File: config.mk
export PLATFORM = sky130hd
export DESIGN_NAME = combo_guard
export DESIGN_NICKNAME = d
export VERILOG_FILES = /design/src/rtl/combo_guard_pkg.sv /design/src/rtl/combo_mask_eval.sv /design/src/rtl/combo_limit_calc.sv /design/src/rtl/combo_hold_counter.sv /design/src/rtl/combo_seq_fsm.sv /design/src/rtl/combo_guard.sv
export SDC_FILE = /design/constraint.sdc
export NUM_CORES = 1
export LEC_CHECK = 0
export BUFFER_PORTS_ARGS = -buffer_cell sky130_fd_sc_hd__buf_2
export CORE_MARGIN = 2
export CORE_UTILIZATION = 52
export CTS_CLUSTER_DIAMETER = 30
export DETAILED_ROUTE_END_ITERATION = 6
export PLACE_DENSITY = 0.85
export SLEW_MARGIN = 40
export SYNTH_ARGS = -nofsm -noshare
export SYNTH_HDL_FRONTEND = slang
export SYNTH_SLANG_ARGS = --single-unit
File: constraint.sdc
create_clock -name clk -period 3.55 [get_ports clk]
set_input_delay 0.5325 -clock clk [delete_from_list [all_inputs] [get_ports clk]]
set_output_delay 0.5325 -clock clk [all_outputs]
set_load 0.01 [all_outputs]
File: src/rtl/combo_guard_pkg.sv
package combo_guard_pkg;

  typedef enum logic [2:0] {
    ST_IDLE  = 3'd0,  // precondition not held
    ST_PRE   = 3'd1,  // timing the precondition hold
    ST_ARMED = 3'd2,  // waiting for a falling combo edge
    ST_COMBO = 3'd3,  // timing the combo hold
    ST_DONE  = 3'd4   // pulse issued, waiting for combo OR to rise
  } cg_state_e;

  localparam int unsigned LIM_PRE   = 0;
  localparam int unsigned LIM_COMBO = 1;
  localparam int unsigned LIM_COUNT = 2;

endpackage

File: src/rtl/combo_mask_eval.sv
module combo_mask_eval #(
  parameter int unsigned NUM_IN = 5
) (
  input  logic [NUM_IN-1:0] keys_n,
  input  logic [NUM_IN-1:0] pre_mask,
  input  logic [NUM_IN-1:0] combo_mask,
  output logic              pre_met,
  output logic              combo_or,
  output logic              cfg_ok
);

  logic [NUM_IN-1:0] pre_hi;
  logic [NUM_IN-1:0] combo_hi;
  logic [NUM_IN-1:0] clash;

  // Per-input qualification, one slice per monitored line
  for (genvar g = 0; g < NUM_IN; g++) begin : g_bit
    assign pre_hi[g]   = keys_n[g] & pre_mask[g];
    assign combo_hi[g] = keys_n[g] & combo_mask[g];
    assign clash[g]    = pre_mask[g] & combo_mask[g];
  end

  always_comb begin
    pre_met  = (pre_hi == '0);
    combo_or = |combo_hi;
    cfg_ok   = (|pre_mask) && (|combo_mask) && (clash == '0);
  end

endmodule

File: src/rtl/combo_limit_calc.sv
module combo_limit_calc
  import combo_guard_pkg::*;
#(
  parameter int unsigned DUR_W = 16,
  localparam int unsigned LIM_W = DUR_W + 1
) (
  input  logic             clk,
  input  logic [DUR_W-1:0] debounce_time,
  input  logic [DUR_W-1:0] pre_hold,
  input  logic [DUR_W-1:0] combo_hold,
  output logic [LIM_W-1:0] pre_lim,
  output logic [LIM_W-1:0] combo_lim
);

  logic [DUR_W-1:0] hold_sel [LIM_COUNT];
  logic [LIM_W-1:0] lim_q    [LIM_COUNT];

  assign hold_sel[LIM_PRE]   = pre_hold;
  assign hold_sel[LIM_COMBO] = combo_hold;

  // One registered adder and clamp per stage; pure pipeline of configuration
  for (genvar g = 0; g < LIM_COUNT; g++) begin : g_lim
    logic [LIM_W-1:0] sum;
    assign sum = {1'b0, debounce_time} + {1'b0, hold_sel[g]};
    always_ff @(posedge clk) begin
      lim_q[g] <= (sum == '0) ? LIM_W'(1) : sum;
    end
  end

  assign pre_lim   = lim_q[LIM_PRE];
  assign combo_lim = lim_q[LIM_COMBO];

endmodule

File: src/rtl/combo_hold_counter.sv
module combo_hold_counter #(
  parameter int unsigned CW = 17,
  localparam int unsigned EW = CW + 1
) (
  input  logic          clk,
  input  logic          rst,
  input  logic          clear,
  input  logic          inc,
  input  logic [CW-1:0] limit,
  output logic          hit
);

  logic [CW-1:0] count_q;
  logic [EW-1:0] next_ext;

  // hit: the sample being taken now is the limit-th consecutive one
  assign next_ext = {1'b0, count_q} + EW'(1);
  assign hit      = (next_ext >= {1'b0, limit});

  always_ff @(posedge clk) begin
    if (rst) begin
      count_q <= '0;
    end else if (clear && inc) begin
      count_q <= CW'(1);
    end else if (clear) begin
      count_q <= '0;
    end else if (inc) begin
      count_q <= count_q + CW'(1);
    end
  end

endmodule

File: src/rtl/combo_seq_fsm.sv
module combo_seq_fsm
  import combo_guard_pkg::*;
(
  input  logic      clk,
  input  logic      rst,
  input  logic      cfg_ok,
  input  logic      pre_met,
  input  logic      combo_or,
  input  logic      hit,
  output cg_state_e state,
  output logic      cnt_clear,
  output logic      cnt_inc,
  output logic      use_combo_lim,
  output logic      detect
);

  cg_state_e st_q, st_d;
  logic      prev_or_q;
  logic      detect_q, detect_d;
  logic      lost;
  logic      fall;

  assign lost = !(cfg_ok && pre_met);
  assign fall = prev_or_q && !combo_or;

  always_comb begin
    st_d      = st_q;
    cnt_clear = 1'b0;
    cnt_inc   = 1'b0;
    detect_d  = 1'b0;
    unique case (st_q)
      ST_IDLE: begin
        cnt_clear = 1'b1;
        if (!lost) begin
          if (hit) begin
            st_d = ST_ARMED;
          end else begin
            st_d    = ST_PRE;
            cnt_inc = 1'b1;
          end
        end
      end
      ST_PRE: begin
        if (lost) begin
          st_d      = ST_IDLE;
          cnt_clear = 1'b1;
        end else if (hit) begin
          st_d      = ST_ARMED;
          cnt_clear = 1'b1;
        end else begin
          cnt_inc = 1'b1;
        end
      end
      ST_ARMED: begin
        cnt_clear = 1'b1;
        if (lost) begin
          st_d = ST_IDLE;
        end else if (fall) begin
          if (hit) begin
            st_d     = ST_DONE;
            detect_d = 1'b1;
          end else begin
            st_d    = ST_COMBO;
            cnt_inc = 1'b1;
          end
        end
      end
      ST_COMBO: begin
        if (lost) begin
          st_d      = ST_IDLE;
          cnt_clear = 1'b1;
        end else if (combo_or) begin
          st_d      = ST_ARMED;
          cnt_clear = 1'b1;
        end else if (hit) begin
          st_d      = ST_DONE;
          cnt_clear = 1'b1;
          detect_d  = 1'b1;
        end else begin
          cnt_inc = 1'b1;
        end
      end
      ST_DONE: begin
        cnt_clear = 1'b1;
        if (lost) begin
          st_d = ST_IDLE;
        end else if (combo_or) begin
          st_d = ST_ARMED;
        end
      end
      default: begin
        st_d      = ST_IDLE;
        cnt_clear = 1'b1;
      end
    endcase
  end

  always_ff @(posedge clk) begin
    if (rst) begin
      st_q      <= ST_IDLE;
      prev_or_q <= 1'b0;
      detect_q  <= 1'b0;
    end else begin
      st_q      <= st_d;
      prev_or_q <= combo_or;
      detect_q  <= detect_d;
    end
  end

  assign state         = st_q;
  assign detect        = detect_q;
  assign use_combo_lim = (st_q == ST_ARMED) || (st_q == ST_COMBO);

endmodule

File: src/rtl/combo_guard.sv
module combo_guard
  import combo_guard_pkg::*;
#(
  parameter int unsigned NUM_IN = 5,
  parameter int unsigned DUR_W  = 16,
  localparam int unsigned LIM_W = DUR_W + 1
) (
  input  logic              clk,
  input  logic              rst,
  input  logic [NUM_IN-1:0] keys_n,
  input  logic [NUM_IN-1:0] pre_mask,
  input  logic [NUM_IN-1:0] combo_mask,
  input  logic [DUR_W-1:0]  debounce_time,
  input  logic [DUR_W-1:0]  pre_hold,
  input  logic [DUR_W-1:0]  combo_hold,
  output logic              detect
);

  logic             pre_met;
  logic             combo_or;
  logic             cfg_ok;
  logic [LIM_W-1:0] pre_lim;
  logic [LIM_W-1:0] combo_lim;
  logic [LIM_W-1:0] cur_lim;
  logic             hit;
  logic             cnt_clear;
  logic             cnt_inc;
  logic             use_combo_lim;
  cg_state_e        fsm_state;

  combo_mask_eval #(.NUM_IN(NUM_IN)) u_eval (
    .keys_n     (keys_n),
    .pre_mask   (pre_mask),
    .combo_mask (combo_mask),
    .pre_met    (pre_met),
    .combo_or   (combo_or),
    .cfg_ok     (cfg_ok)
  );

  combo_limit_calc #(.DUR_W(DUR_W)) u_lim (
    .clk           (clk),
    .debounce_time (debounce_time),
    .pre_hold      (pre_hold),
    .combo_hold    (combo_hold),
    .pre_lim       (pre_lim),
    .combo_lim     (combo_lim)
  );

  assign cur_lim = use_combo_lim ? combo_lim : pre_lim;

  combo_hold_counter #(.CW(LIM_W)) u_cnt (
    .clk   (clk),
    .rst   (rst),
    .clear (cnt_clear),
    .inc   (cnt_inc),
    .limit (cur_lim),
    .hit   (hit)
  );

  combo_seq_fsm u_fsm (
    .clk           (clk),
    .rst           (rst),
    .cfg_ok        (cfg_ok),
    .pre_met       (pre_met),
    .combo_or      (combo_or),
    .hit           (hit),
    .state         (fsm_state),
    .cnt_clear     (cnt_clear),
    .cnt_inc       (cnt_inc),
    .use_combo_lim (use_combo_lim),
    .detect        (detect)
  );

endmodule

==> metrics <==
Critical Path AT 3.68 ns; Max Fanout on Critical Path 5; die width 90.98 um; Post-DRT Antenna Nets 0; Overall Power 0.001680 W; outcome finished clean; peak supply drop 200.2 uV; H-tree levels 2; core area 7292 um^2; total wire length 9349 um; FMAX 291.8 MHz; clock network fraction of total power 28.7%; initial antenna violation count 0; DR vias/cell 5.802; DRC viols 0; DIE AREA 8276 um^2; Avg Synthesized Cell Area 8.742 um^2; P&R area growth vs syn 18.29%; CTS Sinks 56; Seq pwr share 43.7%; Async SR Flop Fraction 0%; pin count of the biggest net entering global routing 19; Worst Slack Setup Final 0.1226 ns; worst-path cell chain and4_1 -> and2_4 -> nand2_1 -> nor2_2 -> xnor2_2 -> inv_1 -> ha_1 -> a21o_1 -> a21o_1 -> a211o_1 -> o211ai_1 -> a31oi_1 -> buf_4 -> a2111oi_4 -> and2_1 -> a21boi_1; Internal 0.001195 W; Final GP Congestion 0.8695; Yosys top cell by area dfxtp_1; clk slew on worst S/H paths 0.10 ns; Cell variety after synth 61; required time worst endpoint 3.80 ns; crit path time final 3.427 ns; syn nets 567; total track usage 22.51%; logic gate share of total power 27.5%; switching share of power 28.88%; final instance area 4653 um^2; Setup Viol. Count Final 0; fin. max-slew vios 0; register area share after synthesis 28.50%; First-pass DRT Iterations 4; post-synth top area share 28.50%; placement-stage cell area 4487 um^2; Synth Register Bits 56; first-pass GRT wire length 15,550 um; DRT iter0 DRCs 150; Yosys warnings 0; std cell rows 31; root buf cell clkbuf_8; most area-consuming cells after synthesis dfxtp_1 (28%), ha_1 (16%), a21oi_1 (5.9%), xnor2_1 (4.9%), mux2i_1 (4.3%); worst hold path class in -> reg; vias in the first global route 3,592; Pwr Density 361.1 nW/um^2; dpl hpwl 7622 um; Vias 3,655; CP endpoint kind flip-flop; clock buffer count from CTS 5; DP Worst Slack -0.07214 ns; Crit path largest cell delay 0.38 ns; Mapped Area 3934 um^2; CTS Hold Buffers Added 0; layout cell share with drive strength beyond 1 18.64%; final hold vios 0; Ant. Diodes 0; Ports 66; Setup CP Type reg -> reg; CP max stage cell dfxtp_1; fin crit share 96.55%; synthesized instance count 450; Die Height 90.98 um; Starting Density 53.95%; Avg WL per Cell 14.84 um; fin nets 648; Static Leakage 2.341 nW; GR Overflow Total 0; Sum Neg Setup Slack 0 ns; max cap viols 0; CP bufs+invs 2; PortBufs 65; Final Skew 0.003190 ns; CTS Buffer Depth 2; CTS tree yes; switching pwr 0.0004852 W; clk_lat worst skew 0.31 ns; delay-heaviest family, CP compound AO/OA/AOI/OAI gates; most used cell, CP a21o_1; CP startpoint kind flip-flop; Slew HR 59.64%; top_reg_cell synth dfxtp_1; Tightest Pin Transition 0.6008 ns; Post-synth EDFFs 0
cell usage after synthesis (2+ instances only):
| master | count |
|---|---|
| dfxtp_1 | 56 |
| ha_1 | 50 |
| a21oi_1 | 46 |
| inv_1 | 34 |
| nor2_1 | 29 |
| xnor2_1 | 22 |
| mux2i_1 | 17 |
| nand2_1 | 17 |
| nand3_1 | 15 |
| xor2_1 | 15 |
| a21o_1 | 13 |
| o21ai_0 | 12 |
| or4_1 | 8 |
| and3_1 | 7 |
| nor4_1 | 7 |
| o21ai_1 | 7 |
| and2_1 | 5 |
| and4_1 | 5 |
| clkbuf_1 | 5 |
| nand4_1 | 5 |
| nor3_1 | 5 |
| o211ai_1 | 5 |
| a31oi_1 | 4 |
| o21a_1 | 4 |
| a211o_1 | 3 |
| a211oi_1 | 3 |
| nand2b_1 | 3 |
| nor2b_1 | 3 |
| o21bai_1 | 3 |
| o41ai_1 | 3 |
| a21boi_0 | 2 |
| a21boi_1 | 2 |
| a221oi_1 | 2 |
| a22oi_1 | 2 |
| a31o_1 | 2 |
| a41oi_1 | 2 |
| fa_1 | 2 |
| or3_1 | 2 |
power groups by stage:
stage,logic [W],registers (W),clock network (W)
final,0.000463,0.000734,0.000483
after global routing,0.000516,0.000741,0.000517
after CTS,0.000459,0.000735,0.000485
after detailed placement,0.000456,0.000750,0
after global placement,0.000432,0.000744,0
after floorplan,0.000319,0.000740,0
per-layer routing:
| layer | vias to the layer above | track usage [%] | share of wire (%) |
|---|---|---|---|
| li1 | 1830 | - | - |
| met5 | - | 0 | 0 |
| met3 | 23 | 3.983 | 3.9 |
| met2 | 91 | 41.67 | 52 |
| met4 | 0 | 7.828 | 2.2 |
| met1 | 1711 | 25.83 | 42 |
what timing repair did:
| action | 4_1_cts | 5_1_grt |
|---|---|---|
| gates resized for setup | 1 | 9 |
| setup buffers | 0 | 0 |
| endpoints found under the hold margin | 0 | 0 |
| endpoints found under the setup margin | 8 | 18 |
| gates cloned | 0 | 1 |
| pin swaps | 0 | 2 |
cells in the final DEF (no fill, tap or decap), types with 3 or more instances in the layout:
| cell | netlist | final |
|---|---|---|
| a211oi_1 | 3 | 3 |
| a21o_1 | 13 | 13 |
| a21oi_1 | 46 | 46 |
| a31oi_1 | 4 | 4 |
| and2_1 | 5 | 4 |
| and3_1 | 7 | 7 |
| and4_1 | 5 | 5 |
| buf_2 | 0 | 65 |
| buf_4 | 0 | 11 |
| clkbuf_8 | 0 | 5 |
| dfxtp_1 | 56 | 55 |
| ha_1 | 50 | 50 |
| inv_1 | 34 | 34 |
| mux2i_1 | 17 | 17 |
| nand2_1 | 17 | 17 |
| nand2b_1 | 3 | 3 |
| nand3_1 | 15 | 15 |
| nand4_1 | 5 | 5 |
| nor2_1 | 29 | 28 |
| nor2b_1 | 3 | 3 |
| nor3_1 | 5 | 5 |
| nor4_1 | 7 | 7 |
| o211ai_1 | 5 | 5 |
| o21a_1 | 4 | 4 |
| o21ai_0 | 12 | 12 |
| o21ai_1 | 7 | 7 |
| o21bai_1 | 3 | 3 |
| o41ai_1 | 3 | 3 |
| or4_1 | 8 | 8 |
| xnor2_1 | 22 | 21 |
| xor2_1 | 15 | 15 |
metrics by stage:
stage | util, % | std cells | hold WS [ns]
2_1_floorplan | - | 450 | 0.4615
3_3_place_gp | 61.53 | 622 | 0.5583
3_5_place_dp | 61.53 | 622 | 0.5628
4_1_cts | 63.32 | 629 | 0.4385
5_1_grt | 63.81 | 630 | 0.4594
6_report | 63.81 | 630 | 0.4498
sequential cells by signal, summed over array words and instances, names as in the netlist:
name,cells
u_fsm.prev_or_q,1
u_cnt.count_q,17
u_lim.lim_q,34
u_fsm.state,3
u_fsm.detect,1
worst register-to-register path: stages, from the launching register on:
cell	delay (ns)
dfxtp_1	0.38
and4_1	0.25
and2_4	0.17
nand2_1	0.11
nor2_2	0.19
xnor2_2	0.16
inv_1	0.08
ha_1	0.31
a21o_1	0.20
a21o_1	0.17
a211o_1	0.28
o211ai_1	0.08
a31oi_1	0.12
buf_4	0.18
a2111oi_4	0.34
and2_1	0.21
a21boi_1	0.14
path summary, 6_finish.rpt:
check	cells past startpoint	startpoint	slack, ns	to
hold reg to reg	2	u_cnt.count_q[12]$_SDFFE_PP0P_	0.59	u_cnt.count_q[12]$_SDFFE_PP0P_
setup / recovery	16	u_cnt.count_q[6]$_SDFFE_PP0P_	0.12	u_cnt.count_q[0]$_SDFFE_PP0P_
setup reg to reg	16	u_cnt.count_q[6]$_SDFFE_PP0P_	0.12	u_cnt.count_q[0]$_SDFFE_PP0P_
hold / removal	2	rst	0.45	u_fsm.prev_or_q$_SDFF_PP0_
cell type report:
type / instances / area (um^2)
Timing Repair Buffer: 79 / 450.4
Sequential cell: 56 / 1122
Inverter: 35 / 131.4
Fill cell: 635 / 2639
Clock buffer: 5 / 68.82
Clock inverter: 2 / 60.06
Multi-Input combinational cell: 354 / 2696
Tap cell: 99 / 123.9
logic make-up after synthesis:
group | synth area share, %
AO/OA/AOI/OAI | 21.28
XOR/XNOR | 8.651
adder cells (fa/ha/maj) | 16.92
buffers and inverters | 3.817
flip-flops | 28.50
multiplexers | 4.612
AND/OR/NAND/NOR | 16.22
Power figures use the tool's default switching activity.
